`src/rtl/spi_pkg.sv`:
```
package spi_pkg;

  typedef enum logic [1:0] {
    MODE_DUPLEX  = 2'b00,
    MODE_SEND    = 2'b01,
    MODE_RECEIVE = 2'b10,
    MODE_CMDREAD = 2'b11
  } xfer_mode_e;

endpackage

```
`src/rtl/spi_fifo.sv`:
```
module spi_fifo #(
  parameter int WIDTH = 16,
  parameter int DEPTH = 8
) (
  input  logic             clk,
  input  logic             rst_n,
  input  logic             push,
  input  logic [WIDTH-1:0] wdata,
  input  logic             pop,
  output logic [WIDTH-1:0] rdata,
  output logic             full,
  output logic             empty
);
  localparam int AW = $clog2(DEPTH);

  logic [WIDTH-1:0] mem [DEPTH];
  logic [AW:0]      wptr, rptr;

  assign empty = (wptr == rptr);
  assign full  = (wptr[AW] != rptr[AW]) && (wptr[AW-1:0] == rptr[AW-1:0]);
  assign rdata = mem[rptr[AW-1:0]];

  always_ff @(posedge clk) begin
    if (push && !full) mem[wptr[AW-1:0]] <= wdata;
  end

  always_ff @(posedge clk or negedge rst_n) begin
    if (!rst_n) begin
      wptr <= '0;
      rptr <= '0;
    end else begin
      if (push && !full) wptr <= wptr + 1'b1;
      if (pop && !empty) rptr <= rptr + 1'b1;
    end
  end
endmodule

```
`src/rtl/spi_shift.sv`:
```
module spi_shift #(
  parameter int DATA_W = 16,
  parameter int FS_W   = $clog2(DATA_W),
  parameter int DIV_W  = 8
) (
  input  logic              clk,
  input  logic              rst_n,
  input  logic              go,
  input  logic [DATA_W-1:0] word,
  input  logic [FS_W-1:0]   fsize,
  input  logic              cpha,
  input  logic              cpol,
  input  logic [DIV_W-1:0]  div,
  input  logic              loop,
  input  logic              miso,
  output logic              sclk,
  output logic              mosi,
  output logic              done,
  output logic [DATA_W-1:0] rx_word
);
  localparam int HC_W = FS_W + 1;

  function automatic logic [DIV_W-1:0] half_ticks(input logic [DIV_W-1:0] d);
    logic [DIV_W-1:0] h;
    h = d >> 1;
    return (h == '0) ? DIV_W'(1) : h;
  endfunction

  function automatic logic [DATA_W-1:0] to_msb(input logic [DATA_W-1:0] w,
                                               input logic [FS_W-1:0]   fs);
    return w << (DATA_W - 1 - int'(fs));
  endfunction

  logic              active, lvl, mosi_q, done_q;
  logic [DIV_W-1:0]  dcnt;
  logic [HC_W-1:0]   hcnt;
  logic [DATA_W-1:0] tsh, rsh, aligned;
  logic              tick, lead_edge, trail_edge, last_half, samp, din;

  assign aligned    = to_msb(word, fsize);
  assign tick       = active && (dcnt == half_ticks(div) - 1'b1);
  assign last_half  = (hcnt == {fsize, 1'b1});
  assign lead_edge  = tick && !hcnt[0];
  assign trail_edge = tick && hcnt[0];
  assign samp       = cpha ? trail_edge : lead_edge;
  assign din        = loop ? mosi_q : miso;

  always_ff @(posedge clk or negedge rst_n) begin
    if (!rst_n) begin
      active <= 1'b0;
      lvl    <= 1'b0;
      mosi_q <= 1'b0;
      done_q <= 1'b0;
      dcnt   <= '0;
      hcnt   <= '0;
      tsh    <= '0;
      rsh    <= '0;
    end else begin
      done_q <= 1'b0;
      if (go) begin
        active <= 1'b1;
        lvl    <= 1'b0;
        dcnt   <= '0;
        hcnt   <= '0;
        rsh    <= '0;
        if (!cpha) begin
          mosi_q <= aligned[DATA_W-1];
          tsh    <= aligned << 1;
        end else begin
          tsh    <= aligned;
        end
      end else if (active) begin
        dcnt <= tick ? '0 : dcnt + 1'b1;
        if (tick) begin
          lvl  <= ~lvl;
          hcnt <= hcnt + 1'b1;
          if (samp) rsh <= {rsh[DATA_W-2:0], din};
          if ((lead_edge && cpha) || (trail_edge && !cpha && !last_half)) begin
            mosi_q <= tsh[DATA_W-1];
            tsh    <= tsh << 1;
          end
          if (last_half) begin
            active <= 1'b0;
            done_q <= 1'b1;
          end
        end
      end
    end
  end

  assign sclk    = cpol ^ lvl;
  assign mosi    = mosi_q;
  assign done    = done_q;
  assign rx_word = rsh;
endmodule

```
`src/rtl/spi_ctrl.sv`:
```
module spi_ctrl
  import spi_pkg::*;
#(
  parameter int DATA_W = 16,
  parameter int CNT_W  = 8
) (
  input  logic              clk,
  input  logic              rst_n,
  input  logic              start,
  input  xfer_mode_e        mode,
  input  logic [CNT_W-1:0]  frames,
  input  logic              tx_empty,
  input  logic [DATA_W-1:0] tx_head,
  input  logic              frame_done,
  output logic              tx_pop,
  output logic              frame_go,
  output logic              cap_push,
  output logic [DATA_W-1:0] frame_word,
  output logic              busy
);
  typedef enum logic [1:0] {S_IDLE, S_LOAD, S_RUN} st_e;

  st_e               st;
  logic [DATA_W-1:0] hold;
  logic [CNT_W:0]    cnt;
  logic              ee_rx, cap, want_cap, from_fifo, fin, load_hold, cnt_done;

  assign cnt_done = (cnt == ({1'b0, frames} + 1'b1));

  always_comb begin
    frame_go   = 1'b0;
    from_fifo  = 1'b0;
    frame_word = '0;
    want_cap   = 1'b0;
    fin        = 1'b0;
    if (st == S_LOAD) begin
      case (mode)
        MODE_DUPLEX, MODE_SEND: begin
          if (tx_empty) fin = 1'b1;
          else begin
            frame_go   = 1'b1;
            from_fifo  = 1'b1;
            frame_word = tx_head;
            want_cap   = (mode == MODE_DUPLEX);
          end
        end
        MODE_RECEIVE: begin
          if (cnt_done) fin = 1'b1;
          else begin
            frame_go   = 1'b1;
            frame_word = hold;
            want_cap   = 1'b1;
          end
        end
        default: begin
          if (!ee_rx && !tx_empty) begin
            frame_go   = 1'b1;
            from_fifo  = 1'b1;
            frame_word = tx_head;
          end else if (cnt_done) fin = 1'b1;
          else begin
            frame_go = 1'b1;
            want_cap = 1'b1;
          end
        end
      endcase
    end
  end

  assign load_hold = (st == S_IDLE) && start && (mode == MODE_RECEIVE) && !tx_empty;
  assign tx_pop    = from_fifo | load_hold;
  assign cap_push  = (st == S_RUN) && frame_done && cap;
  assign busy      = (st != S_IDLE);

  always_ff @(posedge clk or negedge rst_n) begin
    if (!rst_n) begin
      st    <= S_IDLE;
      hold  <= '0;
      cnt   <= '0;
      ee_rx <= 1'b0;
      cap   <= 1'b0;
    end else begin
      case (st)
        S_IDLE: if (start) begin
          st    <= S_LOAD;
          cnt   <= '0;
          ee_rx <= 1'b0;
          if (load_hold) hold <= tx_head;
        end
        S_LOAD: begin
          if (fin) st <= S_IDLE;
          else begin
            st  <= S_RUN;
            cap <= want_cap;
            if (want_cap) cnt <= cnt + 1'b1;
            if (!from_fifo) ee_rx <= 1'b1;
          end
        end
        S_RUN: if (frame_done) st <= S_LOAD;
        default: st <= S_IDLE;
      endcase
    end
  end
endmodule

```
`src/rtl/spi_xfer_engine.sv`:
```
module spi_xfer_engine
  import spi_pkg::*;
#(
  parameter int DATA_W = 16,
  parameter int FS_W   = $clog2(DATA_W),
  parameter int DIV_W  = 8,
  parameter int CNT_W  = 8,
  parameter int DEPTH  = 8
) (
  input  logic              clk,
  input  logic              rst_n,
  input  logic [FS_W-1:0]   cfg_frame_size,
  input  logic              cfg_cpha,
  input  logic              cfg_cpol,
  input  logic [1:0]        cfg_mode,
  input  logic              cfg_loop,
  input  logic [DIV_W-1:0]  cfg_div,
  input  logic [CNT_W-1:0]  cfg_frames,
  input  logic              start,
  output logic              busy,
  input  logic              tx_push,
  input  logic [DATA_W-1:0] tx_data,
  output logic              tx_full,
  input  logic              rx_pop,
  output logic [DATA_W-1:0] rx_data,
  output logic              rx_empty,
  output logic              sclk,
  output logic              ss_n,
  output logic              mosi,
  input  logic              miso
);
  logic              tx_empty, rx_full, cap_push;
  logic [DATA_W-1:0] tx_head, frame_word;
  logic              evt_tx_pop, evt_rx_push, evt_frame_go, evt_frame_done;
  logic [DATA_W-1:0] evt_rx_word;

  spi_fifo #(.WIDTH(DATA_W), .DEPTH(DEPTH)) u_txq (
    .clk(clk), .rst_n(rst_n), .push(tx_push), .wdata(tx_data),
    .pop(evt_tx_pop), .rdata(tx_head), .full(tx_full), .empty(tx_empty));

  spi_fifo #(.WIDTH(DATA_W), .DEPTH(DEPTH)) u_rxq (
    .clk(clk), .rst_n(rst_n), .push(evt_rx_push), .wdata(evt_rx_word),
    .pop(rx_pop), .rdata(rx_data), .full(rx_full), .empty(rx_empty));

  spi_ctrl #(.DATA_W(DATA_W), .CNT_W(CNT_W)) u_ctrl (
    .clk(clk), .rst_n(rst_n), .start(start), .mode(xfer_mode_e'(cfg_mode)),
    .frames(cfg_frames), .tx_empty(tx_empty), .tx_head(tx_head),
    .frame_done(evt_frame_done), .tx_pop(evt_tx_pop), .frame_go(evt_frame_go),
    .cap_push(cap_push), .frame_word(frame_word), .busy(busy));

  spi_shift #(.DATA_W(DATA_W), .FS_W(FS_W), .DIV_W(DIV_W)) u_shift (
    .clk(clk), .rst_n(rst_n), .go(evt_frame_go), .word(frame_word),
    .fsize(cfg_frame_size), .cpha(cfg_cpha), .cpol(cfg_cpol), .div(cfg_div),
    .loop(cfg_loop), .miso(miso), .sclk(sclk), .mosi(mosi),
    .done(evt_frame_done), .rx_word(evt_rx_word));

  assign evt_rx_push = cap_push && !rx_full;
  assign ss_n        = !busy;
endmodule

```
`config.mk`:
```
export PLATFORM = sky130hd
export DESIGN_NAME = spi_xfer_engine
export DESIGN_NICKNAME = d
export VERILOG_FILES = /design/src/rtl/spi_pkg.sv /design/src/rtl/spi_fifo.sv /design/src/rtl/spi_shift.sv /design/src/rtl/spi_ctrl.sv /design/src/rtl/spi_xfer_engine.sv
export SDC_FILE = /design/constraint.sdc
export NUM_CORES = 1
export LEC_CHECK = 0
export CAP_MARGIN = 5
export CELL_PAD_IN_SITES_DETAIL_PLACEMENT = 0
export CELL_PAD_IN_SITES_GLOBAL_PLACEMENT = 1
export CORE_MARGIN = 4
export CORE_UTILIZATION = 50
export DETAILED_ROUTE_END_ITERATION = 16
export MAX_ROUTING_LAYER = met4
export PLACE_DENSITY = 0.86
export REMOVE_ABC_BUFFERS = 1
export SYNTH_ARGS = -nofsm -noshare
export SYNTH_HDL_FRONTEND = slang
export SYNTH_SLANG_ARGS = --single-unit
export TNS_END_PERCENT = 5
```
`constraint.sdc`:
```
create_clock -name clk -period 9.3 [get_ports clk]
set_clock_uncertainty 0.05 [all_clocks]
set_input_delay 2.79 -clock clk [delete_from_list [all_inputs] [get_ports clk]]
set_output_delay 2.79 -clock clk [all_outputs]
set_load 0.1 [all_outputs]
```
# Yosys cells after proc, flatten, opt, wreduce, memory -nomap -nowiden
# Memory sizes are Yosys's and may differ from the RTL's.
# Cells that the tools add are included.
[word_totals] regBits=94 mem_bits_rw=256 inputBits=47 out_inout_bits=22 word_cells=173 memories=2
[memory_table] name="u_rxq.mem" words=8 word_bits=16 read_ports=1 rd_clocked_by_memory_dff=0 wr=1 line="spi_fifo.sv:16" text="logic [WIDTH-1:0] mem [DEPTH];"
[memory_table] name="u_txq.mem" words=8 word_bits=16 read_ports=1 rd_clocked_by_memory_dff=0 wr=1 line="spi_fifo.sv:16"
[classes] addsub=10 n_eq_ne=19 shift=1 mux=72 bitwise=4 n_reduce_logical=48
[ops] operator="two-way mux 16 bit" count=13
[ops] operator="two-way mux 1 bit" count=38
[ops] operator="case mux 16 bit (2 select lines)" count=1
[ops] operator="<< shifter 16 x 32 -> 16 bit" count=1
[ops] operator="two-way mux 9 bit" count=3
[ops] operator="two-way mux 8 bit" count=3
[ops] operator="logical AND 1 bit" count=19
[ops] operator="case mux 9 bit (2 select lines)" count=1
[ops] operator="adder 4 x 1 -> 4 bit, second input constant" count=4
[ops] operator="two-way mux 5 bit" count=3
[ops] operator="AND reduction 4 bit" count=3
[ops] operator="nonzero test 2 bit" count=6
[ops] operator="case mux 1 bit (2 select lines)" count=5
[ops] operator="adder 8 x 1 -> 9 bit, second input constant" count=1
[ops] operator="adder 9 x 1 -> 9 bit, second input constant" count=1
[ops] operator="== test 9 bit" count=1
[ops] operator="zero test 1 bit" count=9
[ops] operator="AND reduction 3 bit" count=3
[ops] operator="adder 8 x 1 -> 8 bit, second input constant" count=1
[ops] operator="== test 4 bit" count=2
[ops] operator="== test 8 bit" count=1
[ops] operator="zero test 8 bit" count=1
[ops] operator="inequality test 2 bit, second input constant" count=4
[ops] operator="subtractor 8 x 1 -> 8 bit, second input constant" count=1
[ops] operator="18 further kinds" count=29

# Depth between registers and ports, before layout
[logic_depth] depth_word=13 depth_mapped=13 mapped_depth_nobuf=12

# Cells and area by module
# From an unflattened synthesis, not the netlist that was laid out.
[hier_totals] cells_unflattened=1069 area_unflattened_um2=16535.9
[by_module_without_submodules] module="spi_fifo at u_rxq" n_inst=1 cells_each=242 area_each_um2=5512.8 seq_area_each_um2=4043.9
[by_module_without_submodules] module="spi_fifo at u_txq" n_inst=1 cells_each=242 area_each_um2=5501.5 seq_area_each_um2=4043.9
[by_module_without_submodules] module="spi_shift" n_inst=1 cells_each=359 area_each_um2=3464.6 seq_area_each_um2=1226.2
[by_module_without_submodules] module="spi_ctrl" n_inst=1 cells_each=224 area_each_um2=2039.5 seq_area_each_um2=725.7
[by_module_without_submodules] module="spi_xfer_engine" n_inst=1 cells_each=2 area_each_um2=17.5 seq_area_each_um2=0.0

# Worst setup path after synthesis
# OpenSTA, ideal clock, no wires.
[synth_timing] path_kind="input to output" startpoint="in cfg_cpol" endpoint="out sclk" arrival_ps=4220 required_time_ps=6460 setup_slack_ps=2240 stages=1 n_path_buf=0 cell_sequence="xor2_1"
[synth_between] elab_chain_cells=1
[synth_lines] item="start: declaration" line="spi_xfer_engine.sv:14" text="input logic cfg_cpol,"
[synth_lines] item="XOR 1 bit" line="spi_shift.sv:91" text="assign sclk = cpol ^ lvl;"
[synth_lines] item="end: declaration" line="spi_xfer_engine.sv:27" text="output logic sclk,"
# Every way passes these cells.

# Final worst setup path
# Same ends and word-level chain as after synthesis.

==> results.cfg <==
[route]
drt-initial-drc-count = 975
num_vias = 9618
detail_route.drc_violations = 0
firstDrtPassIters = 5
drt-wirelength-per-cell_um = 20.92
ant_nets = 0
routed_wirelength_um = 33240
vias_per_cell = 6.053

[synth]
postSynthCellCount = 1099
synth_area_leaders = sky130_fd_sc_hd__edfxtp_1 (48%), sky130_fd_sc_hd__dfrtp_1 (15%), sky130_fd_sc_hd__mux4_2 (9.7%)
synth_seq_cells = 350
syn_area_um2 = 15970
synthArstFlopShare_pct = 26.86
synth-seq-area-share_pct = 62.87
yosys.area.top_type = sky130_fd_sc_hd__edfxtp_1
flip_flop_cell_with_the_highest_count_after_synthesis = sky130_fd_sc_hd__edfxtp_1
synth_top_area_share_pct = 48.14
ys_warnings = 0
synth_edf_count = 256
synthDistinctLibCells = 77
postSynthAreaPerCell_um2 = 14.53

[power]
power.total_uw = 5251
standby_leakage_power_uw = 0.006323
power_density_nw_per_um2 = 286.2
vdd.ir_drop.worst_uv = 190.1

[floorplanning]
boundaryPins = 69
floorplan.initialDensity_pct = 50.60
die_height_um = 186.7
row_count = 65
core_area_um2 = 31560
chipWidth_um = 186.7
die_area_um2 = 34860

[global_route]
grt_pass1_vias = 9817
grt_max_degree = 56
number_of_antenna_violations_at_the_first_check_in_global_routing = 1
grt_util_all_layers_pct = 19.54
overflow = 0
grt_pass1_wl_um = 53850

[sta]
worst_pin_slew_ns = 1.061
hold_viol = 0
fin_setup_tns_ns = 0
achievable-frequency_mhz = 135.5
unrepaired_setup_endpoints_after_global_routing = no
drv_slew = 0
period_minus_slack_ns = 7.381
worst_slack_setup_final_ns = 1.919
worst_slew_margin_rel_pct = 29.22
final-setup-viol-count = 0
share_of_the_clock_period_used_by_the_worst_path_pct = 79.36

[layout]
layout.nets = 1215
layout-drive-gt1-share_pct = 18.04
final_design_area_no_fill_um2 = 18350
layout.filler_cells = 2417
synth_to_final_area_change_pct = 14.89

[cts]
cts.sink_count = 350
cts.repair_timing.setup_buffer_count = 0
numCtsBuffers = 35
clk_pin_slew_worst_paths_ns = 0.06
cts.root.buffer_cell = sky130_fd_sc_hd__clkbuf_16
tritoncts = done
htree_levels = 2
cts_hold_repair.buffers = 0
cts_resized = 0
ctsLongestPathBuffers = 3
clock_insertion_delay_worst_skew_ns = 0.52

[run_status]
run_status = complete, no violations

[worst_setup_path]
critical_path.max_fanout = 1
r2r-end = u_ctrl.cnt[5]
timing.critical_path.from = cfg_cpol
critPathRequiredTime_ns = 6.46
worstRegToRegCells = 9
critical_path.cell_chain = clkdlybuf4s50_1 -> xor2_1 -> clkdlybuf4s50_1
kind_of_cell_with_the_highest_combined_delay_on_the_critical_path = buffers and inverters
cp.arrival_ns = 4.54
crit_path_top_delay_cell = sky130_fd_sc_hd__clkdlybuf4s50_1
setup.worst_path.start_class = input pin
worst-r2r-setup-slack_ns = 5.28
critical_path.most_common_cell = sky130_fd_sc_hd__clkdlybuf4s50_1
criticalPathCategory = in -> out
cpPeakStageDelay_ns = 1.15
worst_setup_end_kind = output port
critical_path.reg2reg.startpoint = u_ctrl.cnt[7]
critical_path.n_buffers_inverters = 2

[placed_design]
pre_cts_slack_ns = 1.914
post-dp-hpwl_um = 21420
gp_congestion = 0.9233
port_buffers = 67
detailed_place.area_um2 = 17100

[worst_hold_path]
hold_start = u_ctrl.cap
min_to = u_ctrl.cap
timing.hold.worst_path_depth = 2
hold_class = reg -> reg

[flow_run]
max-cap-violations = 0
-- worst max-delay path by stage --
| stage | end | slack (ns) | cells past startpoint |
|---|---|---|---|
| 2_1_floorplan | sclk | 2.24 | 1 |
| 3_3_place_gp | sclk | 1.92 | 3 |
| 3_5_place_dp | sclk | 1.91 | 3 |
| 4_1_cts | sclk | 1.91 | 3 |
| 5_1_grt | sclk | 1.85 | 3 |
| 6_report | sclk | 1.92 | 3 |
-- where the power goes --
group / leakage, uW / internal [uW] / switching [uW]
combinational: 0.00224 / 679 / 1030
sequential: 0.00349 / 1880 / 159
clock: 0.000601 / 922 / 576
-- cell usage after synthesis (all sizes together), types with 16 or more instances --
| cell | n |
|---|---|
| buf | 21 |
| a21oi | 54 |
| clkbuf | 44 |
| o21ai | 27 |
| nand4 | 16 |
| nor2 | 61 |
| dfrtp | 94 |
| xnor2 | 17 |
| edfxtp | 256 |
| nand3 | 19 |
| nand2b | 19 |
| mux2i | 22 |
| a31oi | 17 |
| nand2 | 90 |
| mux2 | 44 |
| mux4 | 69 |
| nor3 | 18 |
| xor2 | 29 |
| inv | 16 |
-- registers in the layout, indices dropped and copies added (netlist names), 2 cells and up --
name and flops:
u_rxq.mem 128, u_txq.mem 128, u_ctrl.hold 16, u_shift.rx_word 16, u_shift.tsh 16, u_ctrl.cnt 9
u_shift.dcnt 8, u_shift.hcnt 5, u_rxq.rptr 4, u_rxq.wptr 4, u_txq.rptr 4, u_txq.wptr 4
u_ctrl.st 2
-- worst min-delay path: cells and delay by family (launching register included) --
kind	cells	cell delay [ns]
AOI/OAI and AO/OA	1	0.06
DFF	1	0.34
and+or+nand+nor	1	0.04
-- layer usage --
| layer | global-route usage, % | vias to the layer above | share of wire [%] |
|---|---|---|---|
| met3 | 2.600 | 62 | 3.7 |
| li1 | - | 4450 | - |
| met2 | 33.88 | 238 | 52 |
| met4 | 5.119 | 0 | 2.2 |
| met1 | 24.57 | 4868 | 42 |
| met5 | - | - | 0 |
-- cell type report --
class / instances / area [um2] / area share [%]
multi-input cells: 667 / 5664 / 30.88
well taps: 402 / 503.0 / 2.742
clock buffers: 41 / 939.7 / 5.122
diodes: 1 / 2.502 / 0.01364
inverters: 17 / 63.81 / 0.3478
flip-flops and latches: 350 / 10040 / 54.74
repair buffers: 88 / 825.8 / 4.501
clock inverters: 23 / 304.0 / 1.657
-- layout by cell type (no fill, tap or decap), types with 24 or more instances in the layout --
| master | Yosys | layout |
|---|---|---|
| sky130_fd_sc_hd__edfxtp_1 | 256 | 256 |
| sky130_fd_sc_hd__dfrtp_1 | 94 | 92 |
| sky130_fd_sc_hd__nand2_1 | 90 | 90 |
| sky130_fd_sc_hd__mux4_2 | 69 | 69 |
| sky130_fd_sc_hd__clkdlybuf4s50_1 | 0 | 66 |
| sky130_fd_sc_hd__nor2_1 | 61 | 55 |
| sky130_fd_sc_hd__a21oi_1 | 54 | 53 |
| sky130_fd_sc_hd__mux2_2 | 44 | 44 |
| sky130_fd_sc_hd__clkbuf_16 | 0 | 36 |
| sky130_fd_sc_hd__xor2_1 | 29 | 29 |
| sky130_fd_sc_hd__o21ai_0 | 24 | 24 |
-- metrics by stage --
step / utilization (%) / hold WS [ns] / cells
floorplan: - / 0.3860 / 1034
global placement: 54.19 / 0.4177 / 1524
detailed placement: 54.19 / 0.4221 / 1524
CTS: 58.13 / 0.4354 / 1588
global route: 58.14 / 0.4423 / 1589
finish: 58.14 / 0.4277 / 1589
-- cells by family after synthesis --
family          count (synthesis)  share of synthesized area (%)
compound gates                211                          9.615
mux                           135                          14.21
xor+xnor                       46                          2.523
simple gates                  266                          7.938
flops                         350                          62.87
buf+inv                        82                          2.131
fa+ha+maj                       9                         0.7052
Note: power is estimated with default switching activity, not from simulation.
